## src/rtl/gpio_bank_pkg.sv

```systemverilog
package gpio_bank_pkg;

  // control word field positions
  localparam int B_PULL = 0;   // 2 bits
  localparam int B_PWR  = 2;   // 2 bits
  localparam int B_DET  = 4;   // 4 bits
  localparam int B_DIR  = 8;
  localparam int B_OD   = 9;
  localparam int B_PSEL = 10;
  localparam int B_MUX  = 12;  // 2 bits
  localparam int B_LVL  = 16;
  localparam int B_IN   = 24;

  localparam logic [31:0] CTL_WMASK = 32'h0001_37FF;
  localparam logic [31:0] CTL_RESET = 32'h0000_0040;
  localparam logic [1:0]  PWR_OFF   = 2'b10;

  typedef enum logic [3:0] {
    DET_LVL_LO = 4'b0000,
    DET_LVL_HI = 4'b0001,
    DET_OFF    = 4'b0100,
    DET_RISE   = 4'b1100,
    DET_FALL   = 4'b1101,
    DET_BOTH   = 4'b1110
  } det_e;

  function automatic logic det_hit(input logic [3:0] code, input logic s, input logic p);
    logic hit;
    case (code)
      DET_LVL_LO: hit = !s;
      DET_LVL_HI: hit = s;
      DET_RISE:   hit = s && !p;
      DET_FALL:   hit = !s && p;
      DET_BOTH:   hit = s ^ p;
      default:    hit = 1'b0;
    endcase
    return hit;
  endfunction

  function automatic logic pwr_is_off(input logic [1:0] f);
    return f == PWR_OFF;
  endfunction

  // returns {pull_down, pull_up}
  function automatic logic [1:0] pull_dec(input logic [1:0] f);
    logic [1:0] r;
    case (f)
      2'b01:   r = 2'b01;
      2'b10:   r = 2'b10;
      default: r = 2'b00;
    endcase
    return r;
  endfunction

  // returns {oe, out}
  function automatic logic [1:0] od_drive(input logic en, input logic od, input logic data);
    logic [1:0] r;
    if (od) r = {en && !data, 1'b0};
    else    r = {en, data};
    return r;
  endfunction

endpackage

```

## src/rtl/gpio_in_sync.sv

```systemverilog
module gpio_in_sync #(
  parameter int W = 32
) (
  input  logic         clk,
  input  logic         rst_n,
  input  logic [W-1:0] raw,
  output logic [W-1:0] sync_lvl,
  output logic [W-1:0] prev_lvl
);
  logic [W-1:0] stage1;

  always_ff @(posedge clk or negedge rst_n) begin
    if (!rst_n) begin
      stage1   <= '0;
      sync_lvl <= '0;
      prev_lvl <= '0;
    end else begin
      stage1   <= raw;
      sync_lvl <= stage1;
      prev_lvl <= sync_lvl;
    end
  end
endmodule

```

## src/rtl/gpio_irq_detect.sv

```systemverilog
module gpio_irq_detect
  import gpio_bank_pkg::*;
#(
  parameter int W = 32
) (
  input  logic [4*W-1:0] det_code,
  input  logic [W-1:0]   armed,
  input  logic [W-1:0]   sync_lvl,
  input  logic [W-1:0]   prev_lvl,
  output logic [W-1:0]   irq_evt
);
  for (genvar i = 0; i < W; i++) begin : g_pin
    assign irq_evt[i] = armed[i] && det_hit(det_code[4*i +: 4], sync_lvl[i], prev_lvl[i]);
  end
endmodule

```

## src/rtl/gpio_pin_drive.sv

```systemverilog
module gpio_pin_drive
  import gpio_bank_pkg::*;
#(
  parameter int W = 32
) (
  input  logic [W-1:0]   pin_off,
  input  logic [W-1:0]   pin_dir,
  input  logic [W-1:0]   pin_od,
  input  logic [W-1:0]   pin_psel,
  input  logic [W-1:0]   pin_lvl,
  input  logic [2*W-1:0] pin_pull,
  input  logic [2*W-1:0] pin_mux,
  input  logic [W-1:0]   par_out,
  input  logic [3*W-1:0] alt_dout,
  input  logic [3*W-1:0] alt_doe,
  output logic [W-1:0]   pad_out,
  output logic [W-1:0]   pad_oe,
  output logic [W-1:0]   pad_pu,
  output logic [W-1:0]   pad_pd
);
  for (genvar i = 0; i < W; i++) begin : g_pin
    logic       data, en;
    logic [1:0] drv, pl;

    always_comb begin
      case (pin_mux[2*i +: 2])
        2'd1:    begin data = alt_dout[i];       en = alt_doe[i];       end
        2'd2:    begin data = alt_dout[W + i];   en = alt_doe[W + i];   end
        2'd3:    begin data = alt_dout[2*W + i]; en = alt_doe[2*W + i]; end
        default: begin
          data = pin_psel[i] ? par_out[i] : pin_lvl[i];
          en   = pin_dir[i];
        end
      endcase
      drv = od_drive(en, pin_od[i], data);
      pl  = pull_dec(pin_pull[2*i +: 2]);
    end

    assign pad_oe[i]  = !pin_off[i] && drv[1];
    assign pad_out[i] = !pin_off[i] && drv[0];
    assign pad_pu[i]  = !pin_off[i] && pl[0];
    assign pad_pd[i]  = !pin_off[i] && pl[1];
  end
endmodule

```

## src/rtl/gpio_bank.sv

```systemverilog
module gpio_bank
  import gpio_bank_pkg::*;
#(
  parameter int NPINS = 32,
  localparam int AW   = $clog2(NPINS + 2),
  localparam int PIDX = $clog2(NPINS)
) (
  input  logic               clk,
  input  logic               rst_n,
  input  logic               bus_we,
  input  logic [AW-1:0]      bus_addr,
  input  logic [31:0]        bus_wdata,
  output logic [31:0]        bus_rdata,
  input  logic [NPINS-1:0]   pad_in,
  output logic [NPINS-1:0]   pad_out,
  output logic [NPINS-1:0]   pad_oe,
  output logic [NPINS-1:0]   pad_pu,
  output logic [NPINS-1:0]   pad_pd,
  input  logic [3*NPINS-1:0] alt_dout,
  input  logic [3*NPINS-1:0] alt_doe,
  output logic [NPINS-1:0]   irq_evt
);
  localparam logic [AW-1:0] A_PARIN  = AW'(NPINS);
  localparam logic [AW-1:0] A_PAROUT = AW'(NPINS + 1);

  logic [31:0]        ctl_q [NPINS];
  logic [NPINS-1:0]   par_out_q;
  logic [NPINS-1:0]   sync_lvl, prev_lvl;

  // decoded per-pin fields, named for the checker
  logic [NPINS-1:0]   pin_off, pin_dir, pin_od, pin_psel, pin_lvl;
  logic [2*NPINS-1:0] pin_pull, pin_mux;
  logic [4*NPINS-1:0] det_code;

  for (genvar i = 0; i < NPINS; i++) begin : g_reg
    always_ff @(posedge clk or negedge rst_n) begin
      if (!rst_n)                                ctl_q[i] <= CTL_RESET;
      else if (bus_we && bus_addr == AW'(i))     ctl_q[i] <= bus_wdata & CTL_WMASK;
    end
    assign pin_off[i]          = pwr_is_off(ctl_q[i][B_PWR +: 2]);
    assign pin_dir[i]          = ctl_q[i][B_DIR];
    assign pin_od[i]           = ctl_q[i][B_OD];
    assign pin_psel[i]         = ctl_q[i][B_PSEL];
    assign pin_lvl[i]          = ctl_q[i][B_LVL];
    assign pin_pull[2*i +: 2]  = ctl_q[i][B_PULL +: 2];
    assign pin_mux[2*i +: 2]   = ctl_q[i][B_MUX +: 2];
    assign det_code[4*i +: 4]  = ctl_q[i][B_DET +: 4];
  end

  always_ff @(posedge clk or negedge rst_n) begin
    if (!rst_n)                             par_out_q <= '0;
    else if (bus_we && bus_addr == A_PAROUT) par_out_q <= bus_wdata[NPINS-1:0];
  end

  always_comb begin
    bus_rdata = '0;
    if (bus_addr < A_PARIN) begin
      bus_rdata        = ctl_q[bus_addr[PIDX-1:0]];
      bus_rdata[B_IN]  = sync_lvl[bus_addr[PIDX-1:0]];
    end else if (bus_addr == A_PARIN) begin
      bus_rdata = 32'(sync_lvl);
    end else if (bus_addr == A_PAROUT) begin
      bus_rdata = 32'(par_out_q);
    end
  end

  gpio_in_sync #(.W(NPINS)) u_sync (
    .clk      (clk),
    .rst_n    (rst_n),
    .raw      (pad_in),
    .sync_lvl (sync_lvl),
    .prev_lvl (prev_lvl)
  );

  gpio_irq_detect #(.W(NPINS)) u_det (
    .det_code (det_code),
    .armed    (~pin_off),
    .sync_lvl (sync_lvl),
    .prev_lvl (prev_lvl),
    .irq_evt  (irq_evt)
  );

  gpio_pin_drive #(.W(NPINS)) u_drv (
    .pin_off  (pin_off),
    .pin_dir  (pin_dir),
    .pin_od   (pin_od),
    .pin_psel (pin_psel),
    .pin_lvl  (pin_lvl),
    .pin_pull (pin_pull),
    .pin_mux  (pin_mux),
    .par_out  (par_out_q),
    .alt_dout (alt_dout),
    .alt_doe  (alt_doe),
    .pad_out  (pad_out),
    .pad_oe   (pad_oe),
    .pad_pu   (pad_pu),
    .pad_pd   (pad_pd)
  );
endmodule

```

## config.mk

```make
export PLATFORM = sky130hd
export DESIGN_NAME = gpio_bank
export DESIGN_NICKNAME = d
export VERILOG_FILES = /design/src/rtl/gpio_bank_pkg.sv /design/src/rtl/gpio_in_sync.sv /design/src/rtl/gpio_irq_detect.sv /design/src/rtl/gpio_pin_drive.sv /design/src/rtl/gpio_bank.sv
export SDC_FILE = /design/constraint.sdc
export NUM_CORES = 1
export LEC_CHECK = 0
export ABC_CLOCK_PERIOD_IN_PS = 5000
export BUFFER_PORTS_ARGS = -buffer_cell sky130_fd_sc_hd__buf_2
export CAP_MARGIN = 10
export CORE_MARGIN = 2
export CORE_UTILIZATION = 55
export DETAILED_ROUTE_END_ITERATION = 6
export MAX_ROUTING_LAYER = met4
export PLACE_DENSITY = 0.77
export SLEW_MARGIN = 20
export SYNTH_ARGS = -nofsm -noshare
export SYNTH_HDL_FRONTEND = slang
export SYNTH_SLANG_ARGS = --single-unit
```

## constraint.sdc

```tcl
create_clock -name clk -period 5 [get_ports clk]
set_clock_uncertainty 0.2 [all_clocks]
set_input_delay 0.75 -clock clk [delete_from_list [all_inputs] [get_ports clk]]
set_output_delay 0.75 -clock clk [all_outputs]
set_load 0.1 [all_outputs]
```

==> impl_metrics.py <==
metrics = {
    "critical_path": {
        "cp-endpoint": "bus_rdata[0]",
        "reg2reg_setup_slack_ps": 3860,
        "crit_start": "bus_addr[0]",
        "crit_chain": "buf_8, buf_12, mux4_2, a22o_1, o21ai_1, nand4_1, buf_12",
        "path_max_fanout": 41,
        "r2r_start": "ctl_q[429]$_DFFE_PN0P_",
        "cp_slowest_stage_delay_ps": 520,
        "crit_required_ps": 4050,
        "path_class": "in2out",
        "crit_top_cell": "buf_12",
        "worst-r2r-cell-count": 1,
        "crit_slowest_cell": "mux4_2",
        "arrival_ps": 3410,
        "startpoint_type": "input pin",
        "crit_path_end_kind": "output pin",
        "worst_r2r_endpoint": "ctl_q[429]$_DFFE_PN0P_",
    },
    "sta": {
        "tightest_slew_ps": 1070,
        "fin_ws_ps": 637,
        "slew_headroom": 0.285,
        "post-route-min-period_ps": 4360,
        "fmax_mhz": 229,
        "tns_ps": 0,
        "finalSetupViolations": 0,
        "hold_violations": 0,
        "drv_slew": 0,
        "rsz0062_at_grt": "no",
        "period_share": 0.873,
    },
    "power_and_ir_drop": {
        "p_comb_frac": 0.314,
        "power_leakage_nw": 16.8,
        "peakVddDrop_mv": 0.300,
        "p_int_w": 0.00958,
        "switching_power_w": 0.00604,
        "clkPwrFrac": 0.306,
        "power.share.switching": 0.387,
        "seqPwrFrac": 0.380,
        "power_density_nw_per_um2": 433,
    },
    "synth": {
        "postSynth.asyncResetShare": 1.00,
        "yosys_warnings": 0,
        "synth_edf_count": 0,
        "synth_ff_type": "dfrtp_1",
        "synth_cell_types": 53,
        "yosys_register_bits": 576,
        "syn-cell-area_um2": 30700,
        "synth_area_leaders": "dfrtp_1 44%, mux2_2 17%, mux4_2 11%",
        "synth.avg_cell_area_um2": 13.8,
        "synth_seq_area_share": 0.471,
        "netlist_instances": 2222,
        "yosys.area.top_type": "dfrtp_1",
        "synthDominantCellAreaShare": 0.444,
        "synth_fp_nets": 2551,
    },
    "place": {
        "hpwl_um": 72200,
        "gp_congestion": 0.989,
        "preCtsSetupSlack_ps": 730,
        "io_buffers": 456,
    },
    "cells_and_area": {
        "drive_gt1_frac": 0.474,
        "layout_commonest_cell": "dfrtp_1",
        "layout_common_cells": "544 x dfrtp_1, 454 x mux2_2, 422 x buf_2",
        "nNetsFinal": 2957,
        "syn_to_final_growth_pct": 17.5,
    },
    "clocking": {
        "clockRootBuffer": "clkbuf_16",
        "post_cts_buffers": 0,
        "htreeDepth": 2,
        "numCtsBuffers": 60,
        "cts_hold_buf": 1,
        "cts_tree": "built",
        "cts.sinks": 576,
        "max-clock-path-buffers": 3,
        "clk_pin_slew_ps": 60,
        "clk_latency_ps": 630,
        "ctsResizeCount": 0,
    },
    "global_routing": {
        "grt_pass1_wl_um": 148000,
        "gr-total-overflow": 0,
        "grt_usage": 0.360,
        "first_global_vias": 22804,
        "antenna_found_initial": 4,
        "grt_max_degree": 131,
    },
    "detailed_routing": {
        "met1Wirelength_um": 40400,
        "vias": 22282,
        "vias_per_cell": 6.51,
        "first_iter_violations": 2167,
        "routed_wl_um": 100000,
        "drc": 0,
        "postRouteAntennaNets": 0,
        "top_layer": "met4",
        "wl_per_cell_um": 29.2,
        "first_pass_iters": 5,
        "wl_met3_um": 9900,
        "met2_length_um": 45500,
    },
    "floorplan": {
        "core_um2": 55100,
        "pin_count": 457,
        "die_w_um": 240,
        "dieArea_um2": 57700,
        "num_rows": 86,
        "die_h_um": 240,
        "initial_core_util": 0.557,
    },
    "min_path": {
        "hold_path_class": "in2reg",
    },
    "outcome": {
        "run_status": "complete, no violations",
    },
    "job": {
        "cap_violations": 0,
    },
}
## critical path: cells and delay by family
| kind | cells | cell delay (ps) |
|---|---|---|
| multiplexers | 1 | 520 |
| buffers and inverters | 3 | 990 |
| AO/OA/AOI/OAI | 2 | 730 |
| AND/OR/NAND/NOR | 1 | 370 |
## routing by layer
layer | vias up | track usage
met1 | 11648 | 0.485
met3 | 247 | 0.0828
met5 | - | -
met2 | 1203 | 0.532
li1 | 9184 | -
met4 | 0 | 0.143
## area by class of cell
cell class              count  area [µm²]
diodes                      1        2.50
clock buffers              84        1730
clock inverters            26         360
fillers                  4114       19000
inverters                  64         240
multi-input cells        1443       15300
flip-flops and latches    576       14500
well taps                 748         936
repair buffers            483        3090
## kinds of logic (layout without fill, tap and decap cells)
group | after synthesis | after routing | synth area share
AO/OA/AOI/OAI | 238 | 238 | 0.0559
XOR/XNOR | 32 | 32 | 0.00913
adder cells (fa/ha/maj) | 64 | 64 | 0.0261
buffers and inverters | 203 | 657 | 0.0324
flip-flops | 576 | 576 | 0.471
multiplexers | 757 | 757 | 0.332
other | 0 | 1 | 0
AND/OR/NAND/NOR | 352 | 352 | 0.0736
## cell usage after synthesis, types with 28 or more instances
cell and count:
clkbuf_1 52, inv_1 64, mux2_2 454, buf_2 29, nor2b_1 37, mux2i_1 77
dfrtp_1 544, nor3b_1 96, a22o_1 47, dfstp_2 32, mux2_1 70, a32oi_1 28
buf_4 30, nand2_1 36, a21oi_1 46, nand2b_1 33, nor2_1 44, ha_1 64
mux4_2 156
## state kept, by name (all words and copies together) (netlist names)
signal           count
ctl_q              448
par_out_q           32
u_sync.prev_lvl     32
u_sync.sync_lvl     32
u_sync.stage1       32
## how the worst min path moves through the flow
stage                                            from  cells past startpoint                       endpoint
after floorplan            u_sync.stage1[0]$_DFF_PN0_                      0   u_sync.sync_lvl[0]$_DFF_PN0_
after global placement    u_sync.stage1[29]$_DFF_PN0_                      0  u_sync.sync_lvl[29]$_DFF_PN0_
after detailed placement  u_sync.stage1[28]$_DFF_PN0_                      0  u_sync.sync_lvl[28]$_DFF_PN0_
after CTS                                  pad_in[23]                      1    u_sync.stage1[23]$_DFF_PN0_
after global routing                       pad_in[28]                      1    u_sync.stage1[28]$_DFF_PN0_
final                                      pad_in[27]                      1    u_sync.stage1[27]$_DFF_PN0_
## through the flow
step | hold slack [ps] | power (W) | cell area, µm² | cells | utilization
global placement | 134 | 0.0107 | 34000 | 3313 | 0.616
CTS | 5.79 | 0.0156 | 36100 | 3424 | 0.654
global route | 12.1 | 0.0161 | 36100 | 3425 | 0.655
floorplan | 131 | 0.00954 | 30700 | 2222 | -
detailed placement | 135 | 0.0109 | 34000 | 3313 | 0.616
finish | 26.8 | 0.0156 | 36100 | 3425 | 0.655
## power groups by stage
stage	Clock [W]	Sequential, W	Combinational, W
after floorplan	0	0.00571	0.00383
after global placement	0	0.00596	0.00478
after detailed placement	0	0.00600	0.00486
after CTS	0.00480	0.00592	0.00488
after global routing	0.00499	0.00600	0.00508
final	0.00477	0.00594	0.00490
Power figures use the tool's default switching activity.
